`src/rtl/chg_pkg.sv`:
```
// Shared types for the charge sequencer.
package chg_pkg;

    // Sequencer states
    typedef enum logic [2:0] {
        ST_OFF   = 3'd0,
        ST_PRE   = 3'd1,
        ST_FAST  = 3'd2,
        ST_DONE  = 3'd3,
        ST_SUSP  = 3'd4,
        ST_FAULT = 3'd5,
        ST_SLEEP = 3'd6
    } chg_state_t;

    // Phase a fresh charge cycle begins in, given the raw low-battery flag
    function automatic chg_state_t start_phase(input logic low);
        return low ? ST_PRE : ST_FAST;
    endfunction

endpackage

```
`src/rtl/chg_deglitch.sv`:
```
// Tick-based input filter.
// The output takes a new value once the raw input has differed from it for
// DG_TICKS consecutive ticks. With RISE_ONLY set, a falling raw input is
// passed at once, so only assertion is filtered.
// Assumes tick is a single-cycle pulse and DG_TICKS >= 1.
module chg_deglitch #(
    parameter int DG_TICKS  = 3,
    parameter bit RISE_ONLY = 1'b0
) (
    input  logic clk,
    input  logic srst_n,
    input  logic tick,
    input  logic raw,
    output logic filt
);
    localparam int CW = (DG_TICKS < 2) ? 1 : $clog2(DG_TICKS + 1);
    localparam logic [CW-1:0] LAST = CW'(DG_TICKS - 1);

    logic [CW-1:0] cnt;

    // Count ticks of disagreement and flip the output when the count completes
    always_ff @(posedge clk) begin
        if (!srst_n) begin
            filt <= 1'b0;
            cnt  <= '0;
        end else if (raw == filt) begin
            cnt <= '0;
        end else if (RISE_ONLY && !raw) begin
            filt <= 1'b0;
            cnt  <= '0;
        end else if (tick) begin
            if (cnt == LAST) begin
                filt <= raw;
                cnt  <= '0;
            end else begin
                cnt <= cnt + CW'(1);
            end
        end
    end

    // Without a tick the filtered value only moves on an immediate fall
    AST_DG_NO_EARLY_FLIP: assert property (@(posedge clk) disable iff (!srst_n)
        (!tick && (raw || !RISE_ONLY)) |=> $stable(filt));

endmodule

```
`src/rtl/chg_timer.sv`:
```
// Safety timer shared by conditioning and fast charge.
// Counts ticks while run is high and saturates at the limit of the selected
// phase; clr restarts it from zero. Holding run low freezes the count.
module chg_timer #(
    parameter int PRE_TICKS  = 14400,
    parameter int FAST_TICKS = 201600
) (
    input  logic clk,
    input  logic srst_n,
    input  logic tick,
    input  logic clr,
    input  logic run,
    input  logic sel_fast,
    output logic expired
);
    localparam int MAXT = (PRE_TICKS > FAST_TICKS) ? PRE_TICKS : FAST_TICKS;
    localparam int CW   = $clog2(MAXT + 1);
    localparam logic [CW-1:0] PRE_LIM  = CW'(PRE_TICKS);
    localparam logic [CW-1:0] FAST_LIM = CW'(FAST_TICKS);

    logic [CW-1:0] cnt;
    logic [CW-1:0] lim;

    // Limit of the phase currently timed
    always_comb lim = sel_fast ? FAST_LIM : PRE_LIM;

    // Tick counter with clear priority and saturation
    always_ff @(posedge clk) begin
        if (!srst_n || clr) begin
            cnt <= '0;
        end else if (run && tick && (cnt < lim)) begin
            cnt <= cnt + CW'(1);
        end
    end

    // Expiry flag
    always_comb expired = (cnt >= lim);

    // A paused timer keeps its count
    AST_TMR_HOLD: assert property (@(posedge clk) disable iff (!srst_n)
        (!run && !clr) |=> $stable(cnt));

endmodule

```
`src/rtl/chg_seq.sv`:
```
// Charge control sequencer, top level.
// Filters the comparator flags, runs the phase state machine and drives the
// charge enables and status lines. uvlo is folded into the synchronous reset.
// Assumes all flags are already synchronous to clk.
module chg_seq
    import chg_pkg::*;
#(
    parameter int DG_TICKS   = 3,
    parameter int PRE_TICKS  = 14400,
    parameter int FAST_TICKS = 201600
) (
    input  logic clk,
    input  logic rst_n,
    input  logic tick,
    input  logic batt_low,
    input  logic batt_below_rch,
    input  logic term_det,
    input  logic sleep_det,
    input  logic uvlo,
    input  logic temp_bad,
    input  logic chg_en_n,
    input  logic tmr_en_n,
    output logic pre_en,
    output logic fast_en,
    output logic flt_cur_en,
    output logic stat1,
    output logic stat2,
    output logic pgood_n
);
    // Filter lanes: 0 term, 1 top-up (both edges), 2 low, 3 sleep, 4 temp
    localparam int NF = 5;
    localparam logic [NF-1:0] RISE_MASK = 5'b11101;

    logic            srst_n;
    logic [NF-1:0]   raw_v;
    logic [NF-1:0]   filt_v;
    logic            term_f, rch_f, low_f, sleep_f, temp_f;
    chg_state_t      state, nxt;
    logic            ret_fast, seen_above, te_q, te_toggle;
    logic            tmr_clr, tmr_run, tmr_sel_fast, tmr_exp;

    // Combined synchronous reset
    always_comb srst_n = rst_n & ~uvlo;

    // Gather raw flags into filter lanes
    always_comb raw_v = {temp_bad, sleep_det, batt_low, batt_below_rch, term_det};

    // One filter per comparator flag
    for (genvar i = 0; i < NF; i++) begin : g_dg
        chg_deglitch #(
            .DG_TICKS  (DG_TICKS),
            .RISE_ONLY (RISE_MASK[i])
        ) u_dg (
            .clk    (clk),
            .srst_n (srst_n),
            .tick   (tick),
            .raw    (raw_v[i]),
            .filt   (filt_v[i])
        );
    end

    // Name the filtered lanes
    always_comb {temp_f, sleep_f, low_f, rch_f, term_f} = filt_v;

    // Timer enable edge detect
    always_comb te_toggle = (tmr_en_n != te_q);

    // Next-state selection with sleep, enable and temperature priority
    always_comb begin
        nxt = state;
        if (sleep_f) begin
            nxt = ST_SLEEP;
        end else if (chg_en_n) begin
            nxt = ST_OFF;
        end else begin
            unique case (state)
                ST_OFF, ST_SLEEP: nxt = start_phase(batt_low);
                ST_PRE: begin
                    if (temp_f)        nxt = ST_SUSP;
                    else if (tmr_exp)  nxt = ST_FAULT;
                    else if (!batt_low) nxt = ST_FAST;
                end
                ST_FAST: begin
                    if (temp_f)                    nxt = ST_SUSP;
                    else if (tmr_exp && !tmr_en_n) nxt = ST_FAULT;
                    else if (term_f)               nxt = ST_DONE;
                    else if (low_f)                nxt = ST_PRE;
                end
                ST_DONE:  if (rch_f) nxt = start_phase(batt_low);
                ST_SUSP:  if (!temp_f) nxt = ret_fast ? ST_FAST : ST_PRE;
                ST_FAULT: if (te_toggle || (rch_f && seen_above)) nxt = start_phase(batt_low);
                default:  nxt = ST_OFF;
            endcase
        end
    end

    // Timer control: clear on fresh phase entry, never on resume from pause
    always_comb begin
        tmr_clr      = ((nxt == ST_PRE) || (nxt == ST_FAST)) && (nxt != state) && (state != ST_SUSP);
        tmr_run      = (state == ST_PRE) || ((state == ST_FAST) && !tmr_en_n);
        tmr_sel_fast = (state == ST_FAST) || ((state == ST_SUSP) && ret_fast);
    end

    chg_timer #(
        .PRE_TICKS  (PRE_TICKS),
        .FAST_TICKS (FAST_TICKS)
    ) u_tmr (
        .clk      (clk),
        .srst_n   (srst_n),
        .tick     (tick),
        .clr      (tmr_clr),
        .run      (tmr_run),
        .sel_fast (tmr_sel_fast),
        .expired  (tmr_exp)
    );

    // State, pause return phase, fault recovery flag and timer-enable history
    always_ff @(posedge clk) begin
        if (!srst_n) begin
            state      <= ST_OFF;
            ret_fast   <= 1'b0;
            seen_above <= 1'b0;
            te_q       <= tmr_en_n;
        end else begin
            state <= nxt;
            te_q  <= tmr_en_n;
            if (nxt == ST_SUSP && state != ST_SUSP) ret_fast <= (state == ST_FAST);
            if (nxt == ST_FAULT && state != ST_FAULT) seen_above <= !rch_f;
            else if (state == ST_FAULT && !rch_f)     seen_above <= 1'b1;
        end
    end

    // Output decode
    always_comb begin
        pre_en     = (state == ST_PRE);
        fast_en    = (state == ST_FAST);
        flt_cur_en = (state == ST_FAULT) && rch_f && !seen_above;
        stat1      = (state == ST_PRE) || (state == ST_FAST);
        stat2      = (state == ST_PRE) || (state == ST_DONE);
        pgood_n    = (state == ST_SLEEP);
    end

    // Disabled charge never drives a charge path in the next cycle
    AST_CE_NO_CHARGE: assert property (@(posedge clk) disable iff (!srst_n)
        chg_en_n |=> (!pre_en && !fast_en));

    // A filtered sleep flag releases power good next cycle
    AST_SLEEP_PG_OFF: assert property (@(posedge clk) disable iff (!srst_n)
        sleep_f |=> pgood_n);

    // Conditioning timeout leads to fault
    AST_PRE_TIMEOUT: assert property (@(posedge clk) disable iff (!srst_n)
        (state == ST_PRE && tmr_exp && !chg_en_n && !sleep_f && !temp_f) |=> (state == ST_FAULT));

endmodule

```
`config.mk`:
```
export PLATFORM = sky130hd
export DESIGN_NAME = chg_seq
export DESIGN_NICKNAME = d
export VERILOG_FILES = /design/src/rtl/chg_pkg.sv /design/src/rtl/chg_deglitch.sv /design/src/rtl/chg_timer.sv /design/src/rtl/chg_seq.sv
export SDC_FILE = /design/constraint.sdc
export NUM_CORES = 1
export LEC_CHECK = 0
export BUFFER_PORTS_ARGS = -buffer_cell sky130_fd_sc_hd__buf_2
export CAP_MARGIN = 10
export CORE_ASPECT_RATIO = 0.9
export CORE_MARGIN = 2
export CORE_UTILIZATION = 35
export CTS_CLUSTER_SIZE = 24
export DETAILED_ROUTE_END_ITERATION = 12
export GPL_TIMING_DRIVEN = 0
export SLEW_MARGIN = 30
export SYNTH_ARGS = -nofsm -noshare
export SYNTH_HDL_FRONTEND = slang
export SYNTH_HIERARCHICAL = 1
export SYNTH_SLANG_ARGS = --single-unit
```
`constraint.sdc`:
```
create_clock -name clk -period 5.1 [get_ports clk]
set_clock_uncertainty 0.15 [all_clocks]
set_input_delay 0.51 -clock clk [delete_from_list [all_inputs] [get_ports clk]]
set_output_delay 0.51 -clock clk [all_outputs]
set_load 0.005 [all_outputs]
```
; ---- Word level (Yosys, flattened, before mapping)
; Index checks and enable logic that the tools add are counted.
[totals]
latchBits = 0
wordCells = 139
reg_bits = 39
romBits = 0
n_memories = 0
ram_bits = 0
[classes]
reduce_logical = 37
n_addsub = 6
bitwise = 12
mul = 0
eq_ne = 32
order_cmp = 2
div = 0
n_shift = 0
mux = 35
[op_table]
columns = operator, n
row1 = 3-bit two-way mux, 12
row2 = "18-bit by 1-bit adder with 18-bit output, second input constant", 1
row3 = 18-bit >= comparator, 1
row4 = 18-bit < comparator, 1
row5 = 18-bit two-way mux, 1
row6 = 3-bit one-hot mux with 6 select lines, 1
row7 = "3-bit == test, second input constant", 5
row8 = 3-bit AND reduction, 5
row9 = 1-bit two-way mux, 14
row10 = 2-bit two-way mux, 7
row11 = 1-bit logical AND, 13
row12 = 3-bit OR reduction, 4
row13 = 1-bit NOT, 11
row14 = "2-bit by 1-bit adder with 2-bit output, second input constant", 5
row15 = "2-bit == test, second input constant", 5
row16 = "3-bit by 2-bit == test with 1-bit output, second input constant", 3
row17 = "2-bit by 1-bit inequality test with 1-bit output, second input constant", 4
row18 = "2-bit inequality test, second input constant", 4
row19 = 1-bit logical OR, 7
row20 = "3-bit by 1-bit == test with 1-bit output, second input constant", 2
row21 = "3-bit inequality test, second input constant", 2
row22 = 1-bit == test, 5
row23 = 1-bit logical NOT, 4
row24 = 2-bit OR reduction, 2
row25 = other kinds (5), 5

; ---- Longest topological paths before layout
[logic_depth]
ltp_word = 16
depth_mapped = 23
ltp_nobuf = 20

; ---- Cells and area by module
; Netlist, hierarchy kept.
[modules_own_cells]
columns = mod, n_inst, area_each_um2, seq_area_each_um2, cells_per_inst
row1 = chg_timer, 1, 1186.1, 360.3, 141
row2 = chg_seq, 1, 656.9, 120.1, 94
row3 = chg_deglitch (g_dg[0].u_dg ...), 4, 128.9, 60.1, 12
row4 = chg_deglitch (g_dg[1].u_dg), 1, 146.4, 60.1, 15

; ---- Worst setup path after synthesis
; OpenSTA, ideal clock, no wires.
[synth_path]
path_kind = reg-to-reg
startpoint = reg state[1]
endpoint = reg u_tmr.cnt[11]
required_time_ns = 4.822
arrival_ns = 3.778
path_stages_with_launch = 23
slack_ns = 1.045
path_cell_list = dfxtp_1 -> buf_6 -> nor2b_4 -> a21oi_1 -> nor2_1 -> inv_1 -> ha_1 -> and4b_1 -> nand4_1 -> and3_1 -> o22a_1 -> o21bai_1 -> nand2b_1 -> a2111oi_2 -> a21oi_1 -> and3_1 -> buf_4 -> nand3b_1 -> o21ai_1 -> nand2b_1 -> buf_1 -> clkbuf_1 -> nor2_1
[synth_via]
elab_chain_cells = 16
word_cells_on_any_way = 39
[synth_rtl]
columns = item, line
row1 = from (decl), chg_seq.sv:38  ; chg_state_t state, nxt;
row2 = from (signal assigned), chg_seq.sv:125  ; state <= nxt;
row3 = 3-bit == test, chg_seq.sv:101  ; tmr_sel_fast = (state == ST_FAST) || ((state == ST_SUSP) && ret_fast);
row4 = 1-bit logical AND, chg_seq.sv:101
row5 = 1-bit logical OR (*), chg_seq.sv:101
row6 = via tmr_sel_fast, chg_seq.sv:40  ; logic tmr_clr, tmr_run, tmr_sel_fast, tmr_exp;
row7 = 18-bit two-way mux (*), chg_timer.sv:25  ; always_comb lim = sel_fast ? FAST_LIM : PRE_LIM;
row8 = 18-bit >= comparator (*), chg_timer.sv:37  ; always_comb expired = (cnt >= lim);
row9 = via tmr_exp, chg_seq.sv:40
row10 = 1-bit logical AND, chg_seq.sv:85  ; else if (tmr_exp && !tmr_en_n) nxt = ST_FAULT;
row11 = (+2 left out), n/a
row12 = 3-bit one-hot mux with 6 select lines (*), chg_seq.sv:76  ; unique case (state)
row13 = 3-bit two-way mux (*), chg_seq.sv:73  ; end else if (chg_en_n) begin
row14 = 3-bit two-way mux (*), chg_seq.sv:71  ; if (sleep_f) begin
row15 = 3-bit by 1-bit == test with 1-bit output / 3-bit by 2-bit == test with 1-bit output (equally long branches), chg_seq.sv:99  ; tmr_clr = ((nxt == ST_PRE) || (nxt == ST_FAST)) && (nxt != state) && (state != ST_SUSP);
row16 = 1-bit logical OR, chg_seq.sv:99
row17 = 1-bit logical AND (*) (2 in a row), chg_seq.sv:99
row18 = via tmr_clr, chg_seq.sv:40
row19 = 1-bit logical OR (*), chg_timer.sv:29  ; if (!srst_n || clr) begin
row20 = to (signal assigned), chg_timer.sv:32  ; cnt <= cnt + CW'(1);
row21 = to (decl), chg_timer.sv:21  ; logic [CW-1:0] cnt;
; Mark *: on every way through the listed nets, which the timed path passes. The rest lies on a longest branch.
; A chain may end at the register's enable or synchronous reset.

; ---- Worst setup path after layout
[layout_path]
startpoint = reg state[1]
endpoint = reg u_tmr.cnt[15]
; Same word-level chain as after synthesis.

==> results by group <==
Status
  • Outcome: finished, final reports clean

Power
  • Int Pwr: 0.521 mW
  • Leak: 1.07 nW
  • Gate power share: 0.075
  • Pwr dens: 236 mW/mm²
  • Clock power frac: 0.464
  • Sequential power share: 0.461
  • Maximum vdd drop: 0.0000846 V
  • Sw Pwr: 0.147 mW
  • Switching Share: 0.220

Placement
  • GPL Wtd Cong: 0.872
  • Cells after DPL: 407
  • Dpl cell area: 0.00270 mm²
  • HPWL Detailed: 4.16 mm
  • DP Worst Slack: 0.176 ns
  • Port Buffers: 16

Worst hold path
  • Hold depth: 1
  • Hold endpoint: te_q
  • HP Class: input port to flop
  • Min-delay src: tmr_en_n

Global route
  • Met2 GRT Util: 0.223
  • First-pass GRT wire length: 9.77 mm
  • Met1 Usage GRT: 0.229
  • M3 GR Usage: 0.0269
  • Initial antenna violation count: 0
  • Largest net degree at the start of global routing: 27
  • Vias in the first global route: 2042
  • Gr busiest metal: met1
  • Congestion Overflow GR: 0
  • GRT Overall Usage: 0.153

Yosys
  • Synth cell types: 62
  • Mean Syn Cell Area: 8.41 µm²
  • Synthesized area: 0.00250 mm²
  • Ys flop type: dfxtp_1
  • Ys Warns: 6
  • Number of synthesized register bits: 39
  • Mapped Nets: 319
  • Post-synth EDFFs: 0
  • Post-synthesis instance total: 298
  • Async set or reset register ratio after synthesis: 0
  • Seq/Total Area, Yosys: 0.312

Die
  • Core region area: 0.00700 mm²
  • DIE WIDTH: 93.2 µm
  • Die area: 0.00785 mm²
  • Num rows: 29
  • Die Y: 84.3 µm
  • Io pins: 17
  • Initial core utilization: 0.358

Timing
  • Maximum operating frequency: 215 MHz
  • Worst Tran Pin Value: 0.694 ns
  • Final worst path period need: 4.64 ns
  • Final Max Slew Viols: 0
  • Post-Route Setup TNS: 0 ns
  • Final hold violations: 0
  • Finish-stage setup viols: 0
  • RSZ-0062 raised after global routing: no
  • Ratio of final minimum period to clock period: 0.911
  • Worst setup margin: 0.456 ns
  • Relative slew slack: 0.534

Routing
  • First-iteration detailed-routing DRC count: 159
  • Final antenna-violating net count: 0
  • Initial DRT Pass Iterations: 4
  • Drt wl/cell: 13.7 µm
  • Via count: 2232
  • Vias per cell: 5.39
  • DRC Markers: 0
  • WL final: 5.65 mm

Clock network
  • TritonCTS Buffers: 5
  • Hold_buf cts: 0
  • Htree depth: 2
  • Clock-pin slew on the worst setup and hold paths: 0.08 ns
  • CTS root buf: clkbuf_8
  • Max Root-Sink Buffers: 2
  • CTS tree: built
  • Worst skew pair latency: 0.29 ns
  • # clock sinks: 39

Job
  • Number of max-cap violations: 0

Worst setup path
  • CP max stage cell: dfxtp_1
  • Reg2reg path depth: 21
  • Cell Chain, Critical Path: buf_6, nor2b_4, a21oi_1, nor2_1, inv_1, ha_1, and4b_1, nand4_1, and3_1, o22a_1, o21bai_1, nand2b_1, a2111oi_2, a21oi_1, and3_1, buf_4, nand3b_1, o21ai_1, nand2b_1, clkbuf_2, nor2_1
  • Worst R2R Setup Slack: 0.46 ns
  • FF-to-FF Start: state[1]
  • Crit Path Category: flop to flop
  • CP delay by family, top: simple AND/OR/NAND/NOR gates
  • Worst R2R End: u_tmr/cnt[15]
  • Setup crit end kind: flop
  • Slowest stage delay, CP: 0.36 ns
  • WP data arrival: 4.67 ns
  • Crit path depth: 21
  • Worst EP required: 5.13 ns
  • CP Launch Type: flop
  • Buf/Inv on CP: 4
  • Worst Path Max Fanout: 10

Layout
  • Final Instance Area: 0.00284 mm²
  • Register area: 781 µm²
  • Multi-input gate area: 0.00161 mm²
  • Ant diodes: 0
  • Final Non-Filler Cells: 414
  • FILL cells: 691
  • Nets: 341
  • Syn-to-layout area delta: 13.2%
  • Layout cell share with drive strength beyond 1: 0.146
## synthesized netlist by cell type (all sizes together) (5+ instances only)
cell    instances  area share
and3            5       0.012
nand3b         12       0.036
o31ai           6       0.018
or4             6       0.018
a21oi          24       0.054
buf             8       0.021
xnor2           6       0.021
nor2           24       0.036
nor2b           7       0.021
nand2b         21       0.052
nand4           9       0.025
nand3          12       0.024
ha             10       0.050
or3b            5       0.017
a211oi          5       0.019
o21ai           7       0.014
inv            13       0.019
nor3            5       0.012
nand2          19       0.028
dfxtp          39        0.31
## per-layer routing
layer  share of wire  vias to the layer above  wire [µm]
met2            0.42                       19       2370
met4           0.011                        0         65
li1                -                     1158          -
met5               0                        -          0
met3           0.019                        5        106
met1            0.55                     1050       3110
## worst max-delay path by stage
stage / start / to / slack (ns)
3_5_place_dp: state[1] / u_tmr/cnt[15] / 0.18
4_1_cts: state[1] / u_tmr/cnt[15] / 0.14
3_3_place_gp: state[1] / u_tmr/cnt[13] / 0.12
6_report: state[1] / u_tmr/cnt[15] / 0.46
2_1_floorplan: state[1] / u_tmr/cnt[11] / 1.04
5_1_grt: state[2] / u_tmr/cnt[0] / 0.04
## power by group through the flow
stage	Clock, mW	Combinational (mW)	Sequential (mW)
after floorplan	0	0.0336	0.315
after global placement	0	0.0497	0.315
after detailed placement	0	0.0502	0.315
after CTS	0.318	0.0506	0.308
after global routing	0.332	0.0564	0.308
final	0.310	0.0502	0.308
## final cells by class
cell class,count,share of cell area
Clock inverter,3,0.0238
Sequential cell,39,0.275
Buffer,10,0.0225
Tap cell,93,0.0410
Clock buffer,5,0.0243
Multi-Input combinational cell,235,0.568
Inverter,13,0.0172
Timing Repair Buffer,16,0.0282
## stage by stage
stage | power [mW] | util | hold slack, ns
2_1_floorplan | 0.348 | - | 0.311
3_3_place_gp | 0.365 | 0.386 | 0.333
3_5_place_dp | 0.365 | 0.386 | 0.335
4_1_cts | 0.676 | 0.405 | 0.246
5_1_grt | 0.697 | 0.405 | 0.254
6_report | 0.668 | 0.405 | 0.255
## placed cells by master (no fill, tap or decap), types with 3 or more instances in the layout
master / n
o21ai_0: 5
a31oi_1: 3
a211oi_1: 3
o31ai_1: 6
buf_4: 4
clkbuf_8: 5
nand3b_1: 12
dfxtp_1: 39
nor3_1: 4
a21oi_1: 20
nor4_1: 4
buf_2: 17
inv_1: 13
nor2_1: 24
a41o_1: 3
or3b_1: 5
nand2_1: 19
and3_1: 5
nand2b_1: 21
ha_1: 10
nand4_1: 8
a21oi_2: 4
xnor2_1: 6
o211a_1: 4
mux2i_1: 3
nand3_1: 12
or4_1: 6
a211o_1: 3
and3b_1: 4
nor2b_1: 5
## flip-flops by register name, summed over array words and instances (netlist names)
register        count
seen_above          1
ret_fast            1
g_dg.u_dg/cnt      10
g_dg.u_dg/filt      5
te_q                1
state               3
u_tmr/cnt          18
## logic make-up after synthesis
logic type | synth area share
multiplexers | 0.0120
flip-flops | 0.312
XOR/XNOR | 0.0210
AND/OR/NAND/NOR | 0.350
buffers and inverters | 0.0460
adder cells (fa/ha/maj) | 0.0500
AO/OA/AOI/OAI | 0.209
## timing repair
action                     CTS  global route
gates resized for setup      0             2
setup endpoints to repair    0            10
buffers inserted             0             0
(Power assumes the default switching activity.)
